[src/rtl/fwd_pkg.sv]
package fwd_pkg;
  localparam int INSTR_W = 32;
  localparam int DATA_W  = 32;
  localparam int REG_W   = 5;
  localparam int RD_LSB  = 11;
  localparam int RT_LSB  = RD_LSB + REG_W;
  localparam int RS_LSB  = RT_LSB + REG_W;
  localparam int N_OPS   = 2;

  typedef enum logic [1:0] {
    SEL_RF  = 2'b00,
    SEL_WB  = 2'b01,
    SEL_EXM = 2'b10
  } fwd_sel_e;
endpackage

[src/rtl/fwd_dest_decode.sv]
module fwd_dest_decode
  import fwd_pkg::*;
#(
  parameter int IW = INSTR_W,
  parameter int RW = REG_W
) (
  input  logic [IW-1:0] instr_i,
  input  logic          rfmt_i,
  output logic [RW-1:0] dest_o
);
  always_comb begin
    if (rfmt_i) dest_o = instr_i[RD_LSB +: RW];
    else        dest_o = instr_i[RT_LSB +: RW];
  end
endmodule

[src/rtl/fwd_src_pick.sv]
module fwd_src_pick
  import fwd_pkg::*;
#(
  parameter int RW = REG_W
) (
  input  logic [RW-1:0] src_i,
  input  logic [RW-1:0] exm_dest_i,
  input  logic          exm_we_i,
  input  logic [RW-1:0] wb_dest_i,
  input  logic          wb_we_i,
  output fwd_sel_e      sel_o
);
  logic exm_hit, wb_hit;

  assign exm_hit = exm_we_i && (exm_dest_i != '0) && (exm_dest_i == src_i);
  assign wb_hit  = wb_we_i  && (wb_dest_i  != '0) && (wb_dest_i  == src_i);

  // younger producer takes priority
  always_comb begin
    if (exm_hit)     sel_o = SEL_EXM;
    else if (wb_hit) sel_o = SEL_WB;
    else             sel_o = SEL_RF;
  end
endmodule

[src/rtl/fwd_operand_mux.sv]
module fwd_operand_mux
  import fwd_pkg::*;
#(
  parameter int DW = DATA_W
) (
  input  fwd_sel_e      sel_i,
  input  logic [DW-1:0] rf_i,
  input  logic [DW-1:0] exm_i,
  input  logic [DW-1:0] wb_i,
  output logic [DW-1:0] op_o
);
  always_comb begin
    unique case (sel_i)
      SEL_EXM: op_o = exm_i;
      SEL_WB:  op_o = wb_i;
      default: op_o = rf_i;
    endcase
  end
endmodule

[src/rtl/fwd_operand_path.sv]
module fwd_operand_path
  import fwd_pkg::*;
#(
  parameter int IW = INSTR_W,
  parameter int DW = DATA_W,
  parameter int RW = REG_W
) (
  input  logic [IW-1:0] cons_instr_i,
  input  logic [DW-1:0] rf_a_i,
  input  logic [DW-1:0] rf_b_i,
  input  logic [IW-1:0] exm_instr_i,
  input  logic          exm_rfmt_i,
  input  logic          exm_we_i,
  input  logic [DW-1:0] exm_alu_i,
  input  logic [IW-1:0] wb_instr_i,
  input  logic          wb_rfmt_i,
  input  logic          wb_we_i,
  input  logic          wb_mem2reg_i,
  input  logic [DW-1:0] wb_alu_i,
  input  logic [DW-1:0] wb_load_i,
  output logic [1:0]    sel_a_o,
  output logic [1:0]    sel_b_o,
  output logic [DW-1:0] op_a_o,
  output logic [DW-1:0] op_b_o
);
  logic [RW-1:0] exm_dest, wb_dest;
  logic [DW-1:0] wb_data;
  logic [RW-1:0] src   [N_OPS];
  logic [DW-1:0] rf_v  [N_OPS];
  logic [DW-1:0] op_v  [N_OPS];
  fwd_sel_e      sel_v [N_OPS];

  fwd_dest_decode #(.IW(IW), .RW(RW)) u_exm_dest (
    .instr_i(exm_instr_i), .rfmt_i(exm_rfmt_i), .dest_o(exm_dest)
  );
  fwd_dest_decode #(.IW(IW), .RW(RW)) u_wb_dest (
    .instr_i(wb_instr_i), .rfmt_i(wb_rfmt_i), .dest_o(wb_dest)
  );

  assign wb_data = wb_mem2reg_i ? wb_load_i : wb_alu_i;

  assign src[0]  = cons_instr_i[RS_LSB +: RW];
  assign src[1]  = cons_instr_i[RT_LSB +: RW];
  assign rf_v[0] = rf_a_i;
  assign rf_v[1] = rf_b_i;

  for (genvar k = 0; k < N_OPS; k++) begin : g_op
    fwd_src_pick #(.RW(RW)) u_pick (
      .src_i(src[k]), .exm_dest_i(exm_dest), .exm_we_i(exm_we_i),
      .wb_dest_i(wb_dest), .wb_we_i(wb_we_i), .sel_o(sel_v[k])
    );
    fwd_operand_mux #(.DW(DW)) u_mux (
      .sel_i(sel_v[k]), .rf_i(rf_v[k]), .exm_i(exm_alu_i),
      .wb_i(wb_data), .op_o(op_v[k])
    );
  end

  assign sel_a_o = sel_v[0];
  assign sel_b_o = sel_v[1];
  assign op_a_o  = op_v[0];
  assign op_b_o  = op_v[1];
endmodule

[config.mk]
export PLATFORM = sky130hd
export DESIGN_NAME = fwd_operand_path
export DESIGN_NICKNAME = d
export VERILOG_FILES = /design/src/rtl/fwd_pkg.sv /design/src/rtl/fwd_dest_decode.sv /design/src/rtl/fwd_src_pick.sv /design/src/rtl/fwd_operand_mux.sv /design/src/rtl/fwd_operand_path.sv
export SDC_FILE = /design/constraint.sdc
export NUM_CORES = 1
export LEC_CHECK = 0
export BUFFER_PORTS_ARGS = -buffer_cell sky130_fd_sc_hd__buf_4
export CAP_MARGIN = 10
export CELL_PAD_IN_SITES_DETAIL_PLACEMENT = 1
export CELL_PAD_IN_SITES_GLOBAL_PLACEMENT = 1
export CORE_AREA = 3 3 127 129
export DETAILED_ROUTE_END_ITERATION = 10
export DIE_AREA = 0 0 130 132
export GPL_TIMING_DRIVEN = 0
export PLACE_DENSITY = 0.81
export REMOVE_ABC_BUFFERS = 1
export SYNTH_ARGS = -nofsm -noshare
export SYNTH_HDL_FRONTEND = slang
export SYNTH_SLANG_ARGS = --single-unit
[constraint.sdc]
create_clock -name vclk -period 3.6
set_input_delay 0.36 -clock vclk [all_inputs]
set_output_delay 0.36 -clock vclk [all_outputs]
set_load 0.02 [all_outputs]
# Word-level counts from Yosys, hierarchy flattened
# Cells that the tools add are included.
[word_totals]
elab_cells = 25
input_bits = 261
reg_bits = 0
[op_classes]
muxes = 9
reduce_logical = 8
eq_ne = 8
[op_table]
columns = ["cell", "n"]
rows = [
  ["32-bit case mux with 2 select lines", 2],
  ["32-bit 2-to-1 mux", 1],
  ["5-bit equality test", 4],
  ["5-bit 2-to-1 mux", 2],
  ["5-bit nonzero test", 2],
  ["1-bit logical AND", 6],
  ["2-bit by 1-bit equality test with 1-bit output, second input constant", 2],
  ["2-bit equality test, second input constant", 2],
  ["2-bit 2-to-1 mux", 2],
  ["1-bit 2-to-1 mux", 2],
]

# Longest topological paths before layout
[logic_depth]
word_depth = 8
mapped_depth = 8
ltp_nobuf = 5

# By module
# Synthesis repeated with hierarchy kept, for this count alone.
[hier_totals]
cells_unflattened = 314
hier_area_um2 = 2248.4
[modules_own_cells]
columns = ["mod", "area_each_um2", "instances", "cells_each"]
rows = [
  ["fwd_operand_mux", 636.9, 2, 113],
  ["fwd_operand_path", 544.3, 1, 36],
  ["fwd_src_pick", 158.9, 2, 21],
  ["fwd_dest_decode", 56.3, 2, 5],
]

# Least setup slack after synthesis
# OpenSTA, ideal clock, no wires.
[synth_timing]
path_kind = "input to output"
start = "input port wb_rfmt_i"
end = "output port op_a_o[31]"
stages = 7
setup_slack_ns = 1.055
t_arrival_ns = 2.185
path_cell_list = "buf_6 or4_4 o31ai_4 nor4_2 clkbuf_1 and3_1 o31ai_1"
[synth_between]
elab_chain_cells = 8
word_cells_on_any_way = 10
cone_classes = "3 x eq/ne; 4 x mux; 3 x reduce/logical"
[synth_lines]
columns = ["element", "line", "source"]
rows = [
  ["start: declaration", "fwd_operand_path.sv:16", "input logic wb_rfmt_i,"],
  ["5-bit 2-to-1 mux *", "fwd_dest_decode.sv:12", "if (rfmt_i) dest_o = instr_i[RD_LSB +: RW];"],
  ["5-bit nonzero test", "fwd_src_pick.sv:16", "assign wb_hit = wb_we_i && (wb_dest_i != '0) && (wb_dest_i == src_i);"],
  ["1-bit logical AND", "fwd_src_pick.sv:16", ""],
  ["1-bit logical AND *", "fwd_src_pick.sv:16", ""],
  ["1-bit 2-to-1 mux *", "fwd_src_pick.sv:21", "else if (wb_hit) sel_o = SEL_WB;"],
  ["2-bit 2-to-1 mux *", "fwd_src_pick.sv:20", "if (exm_hit) sel_o = SEL_EXM;"],
  ["2-bit by 1-bit equality test with 1-bit output / 2-bit equality test (equally long branches)", "fwd_operand_mux.sv:13", "unique case (sel_i)"],
  ["32-bit case mux with 2 select lines *", "fwd_operand_mux.sv:13", ""],
  ["end: declaration", "fwd_operand_path.sv:23", "output logic [DW-1:0] op_a_o,"],
]
# Every way passes the cells marked *; elsewhere a longest branch is shown, timed or not.

# Final worst setup path
[layout_timing]
start = "input port exm_rfmt_i"
end = "output port op_a_o[17]"
[layout_between]
elab_chain_cells = 7
word_cells_on_any_way = 9
cone_classes = "3 x eq/ne; 3 x mux; 3 x reduce/logical"
[layout_lines]
columns = ["element", "line", "source"]
rows = [
  ["start: declaration", "fwd_operand_path.sv:12", "input logic exm_rfmt_i,"],
  ["5-bit 2-to-1 mux *", "fwd_dest_decode.sv:12", ""],
  ["5-bit nonzero test", "fwd_src_pick.sv:15", "assign exm_hit = exm_we_i && (exm_dest_i != '0) && (exm_dest_i == src_i);"],
  ["1-bit logical AND", "fwd_src_pick.sv:15", ""],
  ["1-bit logical AND *", "fwd_src_pick.sv:15", ""],
  ["2-bit 2-to-1 mux *", "fwd_src_pick.sv:20", ""],
  ["2-bit by 1-bit equality test with 1-bit output / 2-bit equality test (equally long branches)", "fwd_operand_mux.sv:13", ""],
  ["32-bit case mux with 2 select lines *", "fwd_operand_mux.sv:13", ""],
]
# Marks and branches as above.

==> results_tabular.tex <==
\begin{tabular}{lr}
\hline
Metric & Value \\
\hline
\multicolumn{2}{l}{\textbf{Critical path}} \\
Worst setup SP type & input port \\
Worst Path Max Fanout & 34 \\
CP cell instances & buf\_4, mux2i\_1, xnor2\_1, nor3\_2, buf\_6, and2\_4, o31ai\_2, buf\_4 \\
Kind of critical path & in2out \\
Combined buffer and inverter count along the critical path & 3 \\
Most used cell along the critical path & sky130\_fd\_sc\_hd\_\_buf\_4 \\
Cell depth of the worst setup path & 8 \\
Standard cell with the maximum stage delay on the critical path & sky130\_fd\_sc\_hd\_\_nor3\_2 \\
Crit path capture type & primary output \\
CP required & around 3.2 ns \\
CP delay by family, top & simple AND/OR/NAND/NOR gates \\
Arrival time at the worst endpoint & 3.00 ns \\
Stage delay of the slowest cell on the critical path & $\sim$0.70 ns \\
\multicolumn{2}{l}{\textbf{STA}} \\
Minimum clock period after layout & approximately 3.4 ns \\
Achievable Freq & 0.2975 GHz \\
Final-report hold violation count & 0 \\
Actual transition at the worst max-transition pin & slightly below 1 ns \\
Pins Over Slew Limit & 0 \\
\# setup viols final & 0 \\
RSZ-0062 raised after global routing & no \\
Worst max-slew margin expressed relative to the limit & about 34\% \\
Final clock period utilization by the worst path & $\sim$93\% \\
Post-route setup slack & 0.2383 ns \\
\multicolumn{2}{l}{\textbf{Layout}} \\
Final core area utilization & between 30\% and 40\% \\
Antenna diode instance count & 0 \\
Ratio of cells with drive above 1 in the final layout & 57.12\% \\
Num sequential & 0 \\
Commonest cells after routing, fill and taps aside & sky130\_fd\_sc\_hd\_\_buf\_4 (265), sky130\_fd\_sc\_hd\_\_a21oi\_1 (64), sky130\_fd\_sc\_hd\_\_and3\_1 (64), sky130\_fd\_sc\_hd\_\_nand3\_1 (64), sky130\_fd\_sc\_hd\_\_mux2i\_1 (42) \\
Storage element area & 0 sq um \\
Multi-input combinational cell area & $\sim$0.003 sq mm \\
Post-route cell area & roughly 0.0054 sq mm \\
Fill cell instance count of the final layout & 1836 \\
Area grow syn2layout & 65.21\% \\
Non-filler cells, final & 813 \\
Final-layout clock buffer total & 0 \\
Commonest non-fill, non-tap cell in the layout & sky130\_fd\_sc\_hd\_\_buf\_4 \\
Final-stage net count & 888 \\
\multicolumn{2}{l}{\textbf{Hold path}} \\
Launch point of the worst hold path & exm\_alu\_i[25] \\
Hold crit path type & in2out \\
Sink of the worst hold path & op\_b\_o[25] \\
Number of cells on the worst hold path & 4 \\
\multicolumn{2}{l}{\textbf{Power and ir drop}} \\
Leakage power summed over all cells & roughly 2.5 nW \\
Maximum vdd drop & roughly 0.086 mV \\
Total power density per cell area & approximately 150 mW/mm\^{}2 \\
\multicolumn{2}{l}{\textbf{Placed design}} \\
Number of cells after detailed placement & around 810 \\
Placement-stage worst setup slack & 0.04135 ns \\
Placer congestion estimate & 0.7742 \\
Estimated wirelength of the detail-placed design & between 10000 and 15000 microns \\
Number of buffers added on ports & 263 \\
Total cell area at the placement stage & $\sim$0.0054 sq mm \\
\multicolumn{2}{l}{\textbf{Global routing}} \\
First-pass GRT wire length & 23380 microns \\
Initial antenna violation count & 0 \\
Pin count of the biggest net entering global routing & 35 \\
Overall routing resource usage & between 15 and 20\% \\
Vias in the first global route & between 4000 and 5000 \\
Overflow left after global routing & 0 \\
\multicolumn{2}{l}{\textbf{Die}} \\
Row Count & between 40 and 50 \\
Full die area & 0.01716 sq mm \\
Number of top-level pins & roughly 330 \\
Initial core utilization & 21.70\% \\
CORE AREA & approximately 0.015 sq mm \\
Die boundary width & 130 microns \\
DIE HEIGHT & roughly 130 microns \\
\multicolumn{2}{l}{\textbf{Synthesis}} \\
Number of cells produced by synthesis & about 400 \\
Post-Syn Area per Cell & approximately 8.3 sq um \\
Sequential area share after synthesis & 0\% \\
Netlist area before placement & roughly 0.0033 sq mm \\
Count of different cell masters after synthesis & 24 \\
Yosys warnings & 0 \\
\multicolumn{2}{l}{\textbf{Detailed routing}} \\
Number of detailed-route iterations in the first pass & 4 \\
Routed length per placed instance & about 19 microns \\
Number of remaining DRC errors & 0 \\
WL final & 15490 microns \\
Count of routing violations after the opening detailed-route iteration & 88 \\
Detailed-route via count & approximately 4300 \\
ANT nets after route & 0 \\
Vias per std cell & 5.247 \\
\multicolumn{2}{l}{\textbf{Run}} \\
Maximum Capacitance Violations & 0 \\
\multicolumn{2}{l}{\textbf{Clock tree}} \\
Setup Fix Bufs, Post-CTS & 0 \\
\multicolumn{2}{l}{\textbf{Run status}} \\
Status & finished, final reports clean \\
\hline
\end{tabular}
## worst max-delay path by stage
stage / slack [ns] / from / to
after floorplan: -0.98 / wb_rfmt_i / op_a_o[0]
after global placement: -3.84 / wb_rfmt_i / op_a_o[12]
after detailed placement: 0.04 / exm_rfmt_i / op_b_o[27]
after CTS: 0.04 / exm_rfmt_i / op_b_o[27]
after global routing: 0.04 / exm_rfmt_i / op_a_o[17]
final: 0.24 / exm_rfmt_i / op_a_o[17]
## cells in the mapped netlist
master | number | share of area [%]
sky130_fd_sc_hd__or4b_1 | 1 | 0.30
sky130_fd_sc_hd__nor2_1 | 2 | 0.23
sky130_fd_sc_hd__o31ai_4 | 38 | 25
sky130_fd_sc_hd__buf_8 | 1 | 0.46
sky130_fd_sc_hd__a21oi_1 | 64 | 9.7
sky130_fd_sc_hd__clkbuf_1 | 25 | 2.9
sky130_fd_sc_hd__o31ai_2 | 20 | 7.6
sky130_fd_sc_hd__buf_2 | 16 | 2.4
sky130_fd_sc_hd__o31ai_1 | 8 | 1.8
sky130_fd_sc_hd__or4_4 | 1 | 0.34
sky130_fd_sc_hd__nand2_1 | 2 | 0.23
sky130_fd_sc_hd__nor4_2 | 4 | 1.5
sky130_fd_sc_hd__buf_4 | 4 | 0.91
sky130_fd_sc_hd__nor3_2 | 2 | 0.61
sky130_fd_sc_hd__and3_1 | 64 | 12
sky130_fd_sc_hd__or4b_4 | 1 | 0.42
sky130_fd_sc_hd__and2_4 | 2 | 0.53
sky130_fd_sc_hd__xnor2_1 | 20 | 5.3
sky130_fd_sc_hd__buf_6 | 6 | 2.1
sky130_fd_sc_hd__nand3_1 | 64 | 9.7
sky130_fd_sc_hd__mux2i_1 | 42 | 13
sky130_fd_sc_hd__nor3_1 | 4 | 0.61
sky130_fd_sc_hd__buf_12 | 4 | 2.4
sky130_fd_sc_hd__or4_1 | 1 | 0.23
## layout make-up
class              instances  share of cell area, %
repair buffers           284                  40.71
multi-input cells        341                  54.95
well taps                188                  4.332
## layer usage
layer	up-vias	part of all wire [%]	global-route usage, %
met3	22	7.7	3.160
met5	-	0	0
li1	1990	-	-
met4	0	1.6	2.771
met2	194	52	30.52
met1	2060	39	19.20
## logic make-up after synthesis
logic type | Yosys count | synth area share (%)
and+or+nand+nor | 148 | 26.95
xor gates and xnor gates | 20 | 5.329
buffers and inverters | 56 | 11.15
muxes | 42 | 12.79
AOI/OAI and AO/OA | 130 | 43.78
## stage by stage
step | TNS, ns | hold WS (ns) | total power, W
detailed placement | 0 | 1.065 | 0.0007913
global route | 0 | 1.085 | 0.0008453
floorplan | -60.28 | 0.8905 | 0.0003604
finish | 0 | 1.060 | 0.0007904
CTS | 0 | 1.065 | 0.0007934
global placement | -226.24 | 1.062 | 0.0007210
## timing repair
item,CTS,global route
endpoints found under the setup margin,0,34
gates resized for setup,0,1
hold endpoints to repair,0,0
hold buffers,0,0
## power by group
part | internal [W] | switching, W
logic | 0.000383 | 0.000407
clock network | 0 | 0
registers | 0 | 0
Power figures use the tool's default switching activity.
